File: config.mk
export PLATFORM = sky130hd
export DESIGN_NAME = uart_irq_prio
export DESIGN_NICKNAME = d
export VERILOG_FILES = /design/src/rtl/uart_irq_prio.sv
export SDC_FILE = /design/constraint.sdc
export NUM_CORES = 1
export LEC_CHECK = 0
export ABC_AREA = 1
export ABC_CLOCK_PERIOD_IN_PS = 1700
export BUFFER_PORTS_ARGS = -buffer_cell sky130_fd_sc_hd__buf_4
export CAP_MARGIN = 10
export CORE_AREA = 4 4 41 43
export DETAILED_ROUTE_END_ITERATION = 12
export DIE_AREA = 0 0 45 47
export PLACE_DENSITY = 0.86
export SETUP_SLACK_MARGIN = 0.02
export SYNTH_ARGS = -nofsm -noshare
export SYNTH_HDL_FRONTEND = slang
export SYNTH_SLANG_ARGS = --single-unit
export TNS_END_PERCENT = 5
File: constraint.sdc
create_clock -name clk -period 1.7 [get_ports clk]
set_clock_uncertainty 0.1 [all_clocks]
set_input_delay 0.085 -clock clk [delete_from_list [all_inputs] [get_ports clk]]
set_output_delay 0.085 -clock clk [all_outputs]
set_load 0.01 [all_outputs]
File: src/rtl/uart_irq_prio.sv
module uart_irq_prio #(
  parameter int FIFO_DEPTH = 16,
  localparam int CW = $clog2(FIFO_DEPTH + 1)
) (
  input  logic          clk,
  input  logic          rst_n,
  input  logic          ier_wr,
  input  logic [3:0]    ier_wdata,
  input  logic          iid_rd,
  input  logic          thr_empty,
  input  logic          thr_empty_evt,
  input  logic [3:0]    lsr_err,
  input  logic          data_ready,
  input  logic          fifo_en,
  input  logic [CW-1:0] rx_count,
  input  logic [CW-1:0] trig_level,
  input  logic          timeout_pend,
  input  logic [3:0]    msr_delta,
  output logic [3:0]    ier,
  output logic [7:0]    iid,
  output logic          irq
);

  localparam logic [3:0] CODE_LS   = 4'h6;
  localparam logic [3:0] CODE_TMO  = 4'hC;
  localparam logic [3:0] CODE_RX   = 4'h4;
  localparam logic [3:0] CODE_TX   = 4'h2;
  localparam logic [3:0] CODE_MS   = 4'h0;
  localparam logic [3:0] CODE_NONE = 4'h1;

  logic       en_q;
  logic [3:0] ier_q;
  logic       tx_pend;
  logic       tx_set;
  logic       src_ls, src_tmo, src_rx, src_tx, src_ms;
  logic       rx_level_ok;
  logic [3:0] code;

  always_ff @(posedge clk or negedge rst_n)
    if (!rst_n) ier_q <= '0;
    else if (ier_wr) ier_q <= ier_wdata;

  assign tx_set = thr_empty_evt | (ier_wr & thr_empty);

  always_ff @(posedge clk or negedge rst_n)
    if (!rst_n) tx_pend <= 1'b0;
    else if (tx_set) tx_pend <= 1'b1;
    else if (iid_rd) tx_pend <= 1'b0;

  assign rx_level_ok = !fifo_en || (rx_count >= trig_level);

  assign src_ls  = ier_q[2] & (|lsr_err);
  assign src_tmo = ier_q[0] & timeout_pend;
  assign src_rx  = ier_q[0] & data_ready & rx_level_ok;
  assign src_tx  = ier_q[1] & tx_pend;
  assign src_ms  = ier_q[3] & (|msr_delta);

  always_comb begin
    if (src_ls)       code = CODE_LS;
    else if (src_tmo) code = CODE_TMO;
    else if (src_rx)  code = CODE_RX;
    else if (src_tx)  code = CODE_TX;
    else if (src_ms)  code = CODE_MS;
    else              code = CODE_NONE;
  end

  assign ier = ier_q;
  assign iid = {{2{fifo_en}}, 2'b00, code};
  assign irq = (code != CODE_NONE);

  always_ff @(posedge clk or negedge rst_n)
    if (!rst_n) en_q <= 1'b0;
    else en_q <= 1'b1;

  assert_ls_first_R2: assert property (@(posedge clk) disable iff (!rst_n)
    (ier[2] && |lsr_err) |-> (iid[3:0] == 4'h6));

  assert_tmo_gated_R5: assert property (@(posedge clk) disable iff (!rst_n)
    !ier[0] |-> (iid[3:0] != 4'hC));

  assert_rx_level_R6: assert property (@(posedge clk) disable iff (!rst_n)
    (iid[3:0] == 4'h4) |-> (data_ready && (!fifo_en || rx_count >= trig_level)));

  assert_tx_clear_R7: assert property (@(posedge clk) disable iff (!rst_n || !en_q)
    ($past(iid_rd) && !$past(thr_empty_evt) && !$past(ier_wr)) |-> (iid[3:0] != 4'h2));

  assert_tx_set_R7: assert property (@(posedge clk) disable iff (!rst_n || !en_q)
    ($past(thr_empty_evt) && ier[1] && !ier[2] && !ier[0]) |-> (iid[3:0] == 4'h2));

  assert_ms_src_R8: assert property (@(posedge clk) disable iff (!rst_n)
    (iid[3:0] == 4'h0) |-> (ier[3] && |msr_delta));

  assert_fifo_bits_R9: assert property (@(posedge clk) disable iff (!rst_n)
    (iid[7:6] == {2{fifo_en}}) && (iid[5:4] == 2'b00));

  assert_irq_line_R10: assert property (@(posedge clk) disable iff (!rst_n)
    irq |-> (iid[3:0] != 4'h1));

endmodule

==> results.py, run 1 <==
metrics = {
    "run": {
        "max_cap_violations": 0,
    },
    "power_and_ir_drop": {
        "fin_total_pwr_mw": 0.476,
        "ir_worst_vdd_mv": 0.552,
        "total_leakage_power_nw": 0.498,
        "power.density_nw_per_um2": 548,
    },
    "cts": {
        "post_cts_resize_count": 0,
        "ctsHoldBuffers": 7,
        "max-clock-path-buffers": 2,
        "clock_sinks": 5,
        "htree_num_levels": 1,
        "tritoncts": "done",
        "ctsRootBufferMaster": "sky130_fd_sc_hd__clkbuf_4",
        "cts-buffers-inserted": 3,
        "worstSkewPairLatency_ns": 0.23,
        "post_cts_buffers": 0,
        "cts.clk_slew.worst_paths_ns": 0.04,
    },
    "timing": {
        "setup_tns_final_ns": 0,
        "max_clock_freq_mhz": 702,
        "timing_max_transition_violations_final": 0,
        "finalHoldViolations": 0,
        "setup_slack_ns": 0.276,
        "final.min_clock_period_ns": 1.42,
        "setup_violations": 0,
        "timing.final.crit_share_pct": 83.8,
        "rsz0062_at_grt": "false",
    },
    "hold_path": {
        "min_delay_worst_endpoint": "ier[2]$_DFFE_PN0P_",
        "worst_hold_startpoint": "ier_wr",
        "holdCritPathClass": "input pin to flop",
        "hold_path_cells": 2,
    },
    "finish": {
        "flow.area_growth_from_synthesis_pct": 84.1,
        "diodes": 0,
        "post_route_cells_drive_above_1_share_pct": 45.5,
        "finish.net_count": 149,
    },
    "yosys": {
        "synth-compound-area-share_pct": 7.69,
        "netlist_instances": 63,
        "synth.area.top_cells": "sky130_fd_sc_hd__dfrtp_1, sky130_fd_sc_hd__ha_1, sky130_fd_sc_hd__nand2_1, sky130_fd_sc_hd__mux2_1, sky130_fd_sc_hd__inv_1",
        "synthMuxAreaShare_pct": 9.55,
        "post_synth_xor_area_fraction_pct": 0,
        "simple_logic_cell_fraction_of_the_synthesized_area_pct": 24.7,
        "synthTopCellsByCount": "sky130_fd_sc_hd__nand2_1, sky130_fd_sc_hd__inv_1, sky130_fd_sc_hd__dfrtp_1, sky130_fd_sc_hd__ha_1",
        "count_of_flip_flops_with_a_built_in_enable_after_synthesis": 0,
        "yosys.area_share.adder_pct": 13.3,
        "portion_of_synthesized_cell_area_occupied_by_the_leading_cell_type_pct": 26.5,
        "syn_avg_cell_area_um2": 7.49,
        "synth_flop_cell": "sky130_fd_sc_hd__dfrtp_1",
        "synth_sequential_area_ratio_pct": 26.5,
        "ys_async_sr_fraction_pct": 100,
        "mappedNetlistArea_um2": 472,
        "yosys_register_bits": 5,
        "synth_most_common_cell": "sky130_fd_sc_hd__nand2_1",
        "synth_top_family_by_area": "simple AND/OR/NAND/NOR gates",
        "ys_warn_count": 0,
        "synth_cell_types": 19,
        "synth.largest_area_cell": "sky130_fd_sc_hd__dfrtp_1",
    },
    "critical_path": {
        "worst_r2r_path_depth": 3,
        "setup_slack_on_the_worst_flop_to_flop_path_ns": 0.42,
        "cp-start-kind": "flop",
        "critical_path.reg2reg.startpoint": "tx_pend$_DFFE_PN0P_",
        "worst_ep_required_time_ns": 1.51,
        "worst_ep_arrival_time_ns": 1.24,
        "reg2reg_to": "tx_pend$_DFFE_PN0P_",
        "worstPathMaxFanout": 3,
        "crit_path_end_kind": "output port",
        "setup.worst_path.class": "flop to output port",
    },
    "floorplan": {
        "placementRows": 13,
        "core_um2": 1300,
        "start_util_pct": 36.2,
        "die_w_um": 45,
        "die_area_um2": 2120,
        "floorplan.die.height_um": 47,
        "io_pins": 44,
    },
    "placement": {
        "place.gp.congestion": 0.681,
        "post-place-ws_ns": 0.347,
        "buffer_ports.inserted": 41,
        "dp_hpwl_mm": 1.16,
    },
    "global_routing": {
        "largest_net_degree_at_the_start_of_global_routing": 6,
        "track_usage_pct": 14.5,
        "initial_antenna_violation_count": 0,
        "globalRouteOverflowTotal": 0,
        "wire_length_of_the_first_global_routing_pass_mm": 2.21,
        "grt_pass1_vias": 599,
    },
    "detailed_routing": {
        "drcViolationCount": 0,
        "detailedRoute.firstIterationViolations": 4,
        "wl_mm": 1.46,
        "route.vias.total": 546,
        "routed_via_density": 4.30,
        "routed_wire_length_per_instance_um": 11.5,
        "detail_route.first_pass.iterations": 3,
        "final_antenna_net_count": 0,
    },
    "status": {
        "run_status": "completed",
    },
}
==> per-layer routing <==
layer / vias to the layer above / track usage (%) / wire length, um
met5: - / 0 / 0
met4: 0 / 3.51 / 0
met3: 0 / 5.75 / 151
met2: 25 / 32.8 / 850
met1: 236 / 10.4 / 454
li1: 285 / - / -
==> worst max-delay path, cell delays in order, from the launching register on <==
cell                       delay [ns]
sky130_fd_sc_hd__dfrtp_1         0.39
sky130_fd_sc_hd__nand2_1         0.08
sky130_fd_sc_hd__clkinv_1        0.07
sky130_fd_sc_hd__a21oi_1         0.17
sky130_fd_sc_hd__inv_1           0.07
sky130_fd_sc_hd__nor2_2          0.10
sky130_fd_sc_hd__buf_4           0.12
==> sequential cells by signal, indices dropped and copies added, names as in the netlist <==
name / count
ier: 4
tx_pend: 1
==> worst max path at each step <==
stage                  startpoint  endpoint  slack, ns  cells after the start
6_report       ier[1]$_DFFE_PN0P_    iid[0]       0.28                      6
5_1_grt        ier[1]$_DFFE_PN0P_    iid[0]       0.17                      6
4_1_cts        ier[1]$_DFFE_PN0P_    iid[0]       0.26                      6
3_5_place_dp          rx_count[2]    iid[0]       0.35                     10
3_3_place_gp          rx_count[2]    iid[0]       0.39                     10
2_1_floorplan       trig_level[2]    iid[0]       0.55                     11
==> per-stage QoR <==
stage / cells / utilization, % / hold WS [ns] / cell area, um^2
2_1_floorplan: 64 / - / -0.311 / 475
3_3_place_gp: 116 / 59.3 / -0.212 / 772
3_5_place_dp: 116 / 59.3 / -0.210 / 772
4_1_cts: 127 / 66.7 / 0.0149 / 868
5_1_grt: 127 / 66.7 / 0.0310 / 868
6_report: 127 / 66.7 / 0.0328 / 868
==> cell families (layout without fill, tap and decap cells) <==
| family | Yosys count | count (layout) |
|---|---|---|
| compound gates | 5 | 5 |
| other cells | 1 | 2 |
| fa+ha+maj | 5 | 5 |
| flops | 5 | 5 |
| buf+inv | 18 | 66 |
| mux | 4 | 4 |
| simple gates | 25 | 25 |
==> power by group <==
group          internal, mW  total (mW)  switching (mW)
Clock                0.0886       0.135          0.0461
Combinational         0.116       0.200          0.0834
Sequential            0.131       0.141          0.0107
==> cell type report <==
| cell class | instances | area (um^2) |
|---|---|---|
| clock buffers | 4 | 26.3 |
| fillers | 108 | 433 |
| inverters | 14 | 52.6 |
| multi-input cells | 41 | 268 |
| flip-flops and latches | 5 | 125 |
| well taps | 15 | 18.8 |
| repair buffers | 48 | 378 |
==> layout by cell type (no fill, tap or decap) <==
master	Yosys	final
sky130_fd_sc_hd__nor2_4	1	1
sky130_fd_sc_hd__nand2_1	15	15
sky130_fd_sc_hd__o21ai_4	1	1
sky130_fd_sc_hd__nand4_1	1	1
sky130_fd_sc_hd__nand2_2	1	1
sky130_fd_sc_hd__nand3_2	1	1
sky130_fd_sc_hd__buf_4	4	41
sky130_fd_sc_hd__inv_1	11	11
sky130_fd_sc_hd__nand3_1	1	1
sky130_fd_sc_hd__a21oi_1	3	3
sky130_fd_sc_hd__inv_2	2	2
sky130_fd_sc_hd__dlygate4sd3_1	0	7
sky130_fd_sc_hd__dfrtp_1	5	5
sky130_fd_sc_hd__nor2_2	1	1
sky130_fd_sc_hd__o21ai_0	1	1
sky130_fd_sc_hd__clkbuf_4	0	3
sky130_fd_sc_hd__clkbuf_1	0	1
sky130_fd_sc_hd__clkinv_1	1	1
sky130_fd_sc_hd__ha_1	5	5
sky130_fd_sc_hd__mux2_1	4	4
sky130_fd_sc_hd__conb_1	1	2
sky130_fd_sc_hd__nor2_1	4	4
No activity file was read; power rests on OpenSTA's default activity.
==> inputs of run 2 (changes only) <==
--- a/config.mk
+++ b/config.mk
@@ -6,13 +6,14 @@
 export NUM_CORES = 1
 export LEC_CHECK = 0
 export ABC_AREA = 1
-export ABC_CLOCK_PERIOD_IN_PS = 1700
+export ABC_CLOCK_PERIOD_IN_PS = 1250
 export BUFFER_PORTS_ARGS = -buffer_cell sky130_fd_sc_hd__buf_4
 export CAP_MARGIN = 10
-export CORE_AREA = 4 4 41 43
+export CORE_ASPECT_RATIO = 1.1
+export CORE_MARGIN = 4
+export CORE_UTILIZATION = 32
 export DETAILED_ROUTE_END_ITERATION = 12
-export DIE_AREA = 0 0 45 47
-export PLACE_DENSITY = 0.86
+export PLACE_DENSITY = 0.82
 export SETUP_SLACK_MARGIN = 0.02
 export SYNTH_ARGS = -nofsm -noshare
 export SYNTH_HDL_FRONTEND = slang
==> constraint.sdc (replaced) <==
create_clock -name clk -period 1.25 [get_ports clk]
set_clock_uncertainty 0.1 [all_clocks]
set_input_delay 0.0625 -clock clk [delete_from_list [all_inputs] [get_ports clk]]
set_output_delay 0.0625 -clock clk [all_outputs]
set_load 0.01 [all_outputs]
==> results.py, run 2 (same netlist as run 1, synthesis figures left out) <==
metrics = {
    "status": {
        "run_status": "finished with violations",
        "violations": "setup timing",
    },
    "detailed_routing": {
        "route.vias.total": 633,
        "detailedRoute.firstIterationViolations": 6,
        "detail_route.first_pass.iterations": 4,
        "routed_via_density": 4.69,
        "final_antenna_net_count": 0,
        "routed_wire_length_per_instance_um": 13.8,
        "wl_mm": 1.86,
        "drcViolationCount": 0,
    },
    "floorplan": {
        "die_area_um2": 2150,
        "placementRows": 14,
        "die_w_um": 44.6,
        "io_pins": 44,
        "core_um2": 1380,
        "start_util_pct": 34.1,
        "floorplan.die.height_um": 48.3,
    },
    "timing": {
        "setup_violations": 4,
        "setup_tns_final_ns": -0.333,
        "rsz0062_at_grt": "true",
        "timing.final.crit_share_pct": 110,
        "max_clock_freq_mhz": 725,
        "timing_max_transition_violations_final": 0,
        "setup_slack_ns": -0.130,
        "finalHoldViolations": 0,
        "final.min_clock_period_ns": 1.38,
        "hold_slack_ns": 0.0413,
    },
    "global_routing": {
        "wire_length_of_the_first_global_routing_pass_mm": 2.69,
        "globalRouteOverflowTotal": 0,
        "initial_antenna_violation_count": 0,
        "track_usage_pct": 18.8,
        "largest_net_degree_at_the_start_of_global_routing": 6,
        "grt_pass1_vias": 618,
    },
    "placement": {
        "place.gp.congestion": 0.672,
        "buffer_ports.inserted": 41,
        "place_area_um2": 773,
        "dp_hpwl_mm": 1.06,
    },
    "critical_path": {
        "setup.worst_path.class": "flop to output port",
        "worst_ep_required_time_ns": 1.09,
        "crit_path_end_kind": "output port",
        "worst_ep_arrival_time_ns": 1.22,
        "cp-start-kind": "flop",
        "worstPathMaxFanout": 2,
    },
    "hold_path": {
        "holdCritPathClass": "input pin to asynchronous set/reset pin",
    },
    "finish": {
        "filler_cell_count": 101,
        "mostFrequentLayoutCell": "sky130_fd_sc_hd__buf_4",
        "area_taken_by_flip_flops_and_latches_um2": 125,
        "flow.area_growth_from_synthesis_pct": 101,
        "finish.net_count": 156,
        "largest_register_ff_count": 4,
        "commonest_non_fill_non_tap_cells_in_the_layout": "sky130_fd_sc_hd__buf_4, sky130_fd_sc_hd__nand2_1, sky130_fd_sc_hd__inv_1",
        "post_route_cells_drive_above_1_share_pct": 50.4,
        "multiInputGateArea_um2": 288,
        "diodes": 0,
        "fin_area_um2": 948,
    },
    "run": {
        "max_cap_violations": 0,
    },
    "cts": {
        "ctsRootBufferMaster": "sky130_fd_sc_hd__clkbuf_4",
        "clock_sinks": 5,
        "cts.clk_slew.worst_paths_ns": 0.06,
        "tritoncts": "done",
        "htree_num_levels": 1,
        "cts-buffers-inserted": 3,
        "max-clock-path-buffers": 2,
        "worstSkewPairLatency_ns": 0.26,
    },
    "power_and_ir_drop": {
        "power.density_nw_per_um2": 774,
        "total_leakage_power_nw": 0.535,
        "ir_worst_vdd_mv": 0.522,
    },
}
[run 2: layout make-up]
| type | instances | share of cell area, % |
|---|---|---|
| Clock buffer | 4 | 2.77 |
| Inverter | 14 | 5.67 |
| Multi-Input combinational cell | 41 | 30.3 |
| Sequential cell | 5 | 13.2 |
| Tap cell | 16 | 2.11 |
| Timing Repair Buffer | 55 | 45.9 |
[run 2: routing by layer]
layer | share of wire [%] | vias up | track usage (%)
li1 | - | 297 | -
met1 | 37 | 288 | 20.4
met2 | 49 | 40 | 31.2
met3 | 10 | 8 | 4.80
met4 | 3.0 | 0 | 15.7
met5 | 0 | - | 0
[run 2: worst paths after layout]
check	slack, ns	cells after the start	endpoint	start
max	-0.13	5	irq	ier[1]$_DFFE_PN0P_
min	0.04	2	ier[2]$_DFFE_PN0P_	rst_n
max reg2reg	0.09	3	ier[1]$_DFFE_PN0P_	ier[1]$_DFFE_PN0P_
min reg2reg	0.51	1	ier[2]$_DFFE_PN0P_	ier[2]$_DFFE_PN0P_
max in group asynchronous	0.89	2	ier[3]$_DFFE_PN0P_	rst_n
min in group clk	0.23	2	iid[7]	fifo_en
[run 2: through the flow]
| stage | util, % | total power [mW] | setup WS (ns) | cells |
|---|---|---|---|---|
| finish | 68.5 | 0.734 | -0.130 | 135 |
| CTS | 67.5 | 0.696 | -0.0613 | 133 |
| global placement | 55.9 | 0.440 | -0.0222 | 117 |
| detailed placement | 55.9 | 0.448 | -0.0503 | 117 |
| floorplan | - | 0.310 | 0.146 | 64 |
| global route | 68.5 | 0.774 | -0.198 | 135 |
[run 2: repair_timing]
item / CTS / global route
pin swaps: 5 / 3
hold buffers: 9 / 0
resized for setup: 4 / 0
buffers inserted: 3 / 2
setup endpoints to repair: 4 / 5
hold endpoints to repair: 10 / 0
[run 2: where the power goes]
part / total [mW] / internal (mW) / switching, mW
sequential: 0.192 / 0.177 / 0.0151
clock: 0.223 / 0.123 / 0.100
combinational: 0.319 / 0.184 / 0.134
[run 2: worst max-delay path, stage by stage, from the launching register on]
cell                       delay, ns
sky130_fd_sc_hd__dfrtp_1        0.38
sky130_fd_sc_hd__nand2_1        0.09
sky130_fd_sc_hd__clkinv_2       0.06
sky130_fd_sc_hd__a21oi_2        0.14
sky130_fd_sc_hd__nand4_1        0.12
sky130_fd_sc_hd__buf_4          0.17
==> inputs of run 3 (changes only) <==
--- a/config.mk
+++ b/config.mk
@@ -9,11 +9,14 @@
 export ABC_CLOCK_PERIOD_IN_PS = 1250
 export BUFFER_PORTS_ARGS = -buffer_cell sky130_fd_sc_hd__buf_4
 export CAP_MARGIN = 10
+export CELL_PAD_IN_SITES_DETAIL_PLACEMENT = 1
+export CELL_PAD_IN_SITES_GLOBAL_PLACEMENT = 1
 export CORE_ASPECT_RATIO = 1.1
 export CORE_MARGIN = 4
-export CORE_UTILIZATION = 32
+export CORE_UTILIZATION = 21
+export CTS_BUF_LIST = sky130_fd_sc_hd__clkbuf_4
 export DETAILED_ROUTE_END_ITERATION = 12
-export PLACE_DENSITY = 0.82
+export PLACE_DENSITY = 0.84
 export SETUP_SLACK_MARGIN = 0.02
 export SYNTH_ARGS = -nofsm -noshare
 export SYNTH_HDL_FRONTEND = slang
==> results.py, run 3 (same netlist as run 1, synthesis figures left out) <==
metrics = {
    "finish": {
        "layoutNonFillerInstCount": 144,
        "share_of_the_core_filled_with_cells_in_the_final_layout_pct": 49.8,
        "post_route_cells_drive_above_1_share_pct": 62.1,
        "diodes": 0,
        "commonest_non_fill_non_tap_cells_in_the_layout": "sky130_fd_sc_hd__buf_4, sky130_fd_sc_hd__nand2_1, sky130_fd_sc_hd__dlygate4sd3_1",
        "mostFrequentLayoutCell": "sky130_fd_sc_hd__buf_4",
        "largest_register_ff_count": 4,
        "flow.area_growth_from_synthesis_pct": 118,
        "finish.net_count": 153,
    },
    "detailed_routing": {
        "routed_wire_length_per_instance_um": 14.8,
        "drcViolationCount": 0,
        "detail_route.first_pass.iterations": 1,
        "detailedRoute.firstIterationViolations": 0,
        "routed_via_density": 4.29,
        "route.vias.total": 618,
        "final_antenna_net_count": 0,
        "wl_mm": 2.13,
    },
    "cts": {
        "ctsRootBufferMaster": "sky130_fd_sc_hd__clkbuf_4",
        "clock_sinks": 5,
        "cts-buffers-inserted": 3,
        "max-clock-path-buffers": 2,
        "cts.clk_slew.worst_paths_ns": 0.04,
        "htree_num_levels": 1,
        "tritoncts": "done",
        "worstSkewPairLatency_ns": 0.25,
    },
    "run": {
        "max_cap_violations": 0,
    },
    "critical_path": {
        "worst_ep_arrival_time_ns": 1.19,
        "worstPathMaxFanout": 2,
        "worst_ep_required_time_ns": 1.09,
        "crit_path_top_delay_cell": "sky130_fd_sc_hd__dfrtp_1",
        "cp-start-kind": "flop",
        "worst_path_dominant_cell_family": "flip-flops",
        "cp_cell_sequence": "nand2_2 > inv_4 > a21oi_4 > inv_2 > nor2_4 > buf_6",
        "setup.worst_path.class": "flop to output port",
        "worstPathBufferInverterCount": 3,
        "crit_path_end_kind": "output port",
        "cpPeakStageDelay_ns": 0.40,
    },
    "hold_path": {
        "holdCritPathClass": "input pin to asynchronous set/reset pin",
    },
    "global_routing": {
        "grt_pass1_vias": 743,
        "largest_net_degree_at_the_start_of_global_routing": 6,
        "wire_length_of_the_first_global_routing_pass_mm": 3.41,
        "globalRouteOverflowTotal": 0,
        "track_usage_pct": 15.4,
        "initial_antenna_violation_count": 0,
    },
    "floorplan": {
        "die_w_um": 53.2,
        "floorplan.die.height_um": 57.7,
        "start_util_pct": 22.9,
        "core_um2": 2060,
        "die_area_um2": 3070,
        "io_pins": 44,
        "placementRows": 17,
    },
    "timing": {
        "rsz0062_at_grt": "true",
        "hold_slack_ns": 0.0746,
        "finalHoldViolations": 0,
        "max_clock_freq_mhz": 741,
        "setup_tns_final_ns": -0.294,
        "timing_max_transition_violations_final": 0,
        "setup_violations": 5,
        "setup_slack_ns": -0.0992,
        "final.min_clock_period_ns": 1.35,
        "timing.final.crit_share_pct": 108,
    },
    "placement": {
        "place_inst": 129,
        "post-place-ws_ns": -0.0668,
        "dp_hpwl_mm": 1.29,
        "place.gp.congestion": 0.649,
        "buffer_ports.inserted": 41,
    },
    "power_and_ir_drop": {
        "ir_worst_vdd_mv": 0.502,
        "power.density_nw_per_um2": 749,
        "total_leakage_power_nw": 0.532,
    },
    "status": {
        "violations": "setup timing",
        "run_status": "finished with violations",
    },
}
-- run 3: cell count changes in the layout (fill, tap and decap cells not counted), sizes merged --
| cell | change |
|---|---|
| buf | -3 |
| inv | +1 |
| clkinv | -1 |
-- run 3: worst paths after layout --
kind / startpoint / end / slack (ns) / cells past startpoint
hold reg to reg: ier[0]$_DFFE_PN0P_ / ier[0]$_DFFE_PN0P_ / 0.47 / 1
min in group clk: fifo_en / iid[7] / 0.24 / 2
setup reg to reg: ier[1]$_DFFE_PN0P_ / ier[1]$_DFFE_PN0P_ / 0.22 / 2
hold / removal: rst_n / tx_pend$_DFFE_PN0P_ / 0.07 / 2
setup / recovery: ier[1]$_DFFE_PN0P_ / iid[0] / -0.1 / 6
max in group asynchronous: rst_n / ier[2]$_DFFE_PN0P_ / 0.87 / 2
-- run 3: final cells by class --
type | count | area [um^2]
clock buffer | 4 | 30.0
fill | 251 | 1030
inverter | 14 | 60.1
multi-input combinational | 41 | 358
sequential | 5 | 125
tap | 28 | 35.0
timing repair buffer | 52 | 420
-- run 3: routing by layer --
layer / wire length (um) / GRT usage (%) / vias up
met5: 0 / 0 / -
met4: 31 / 5.47 / 0
met3: 264 / 7.46 / 3
met2: 1120 / 27.7 / 40
met1: 719 / 15.1 / 280
li1: - / - / 295
-- run 3: metrics by stage --
step                instance area (um^2)  power, mW
finish                              1030      0.771
global route                        1030      0.821
CTS                                  956      0.712
detailed placement                   788      0.452
global placement                     788      0.444
floorplan                            475      0.310
-- run 3: where the power goes --
group	leakage, nW	switching [mW]	total [mW]	internal (mW)
Clock	0.0184	0.0707	0.213	0.143
Sequential	0.0569	0.0174	0.195	0.178
Combinational	0.456	0.163	0.362	0.200
Total	0.532	0.251	0.771	0.520
-- run 3: worst reg2reg max path, delay by kind of cell, from the launching register on --
family                 cells  cell delay [ns]
buffers and inverters      1             0.15
flip-flops                 1             0.40
multiplexers               1             0.27
-- run 3: repair_timing --
action | CTS | global route
endpoints found under the setup margin | 4 | 5
hold buffers | 9 | 0
pin swaps | 7 | 7
gates cloned | 0 | 0
endpoints found under the hold margin | 10 | 0
buffers inserted | 2 | 0
resized for setup | 6 | 21
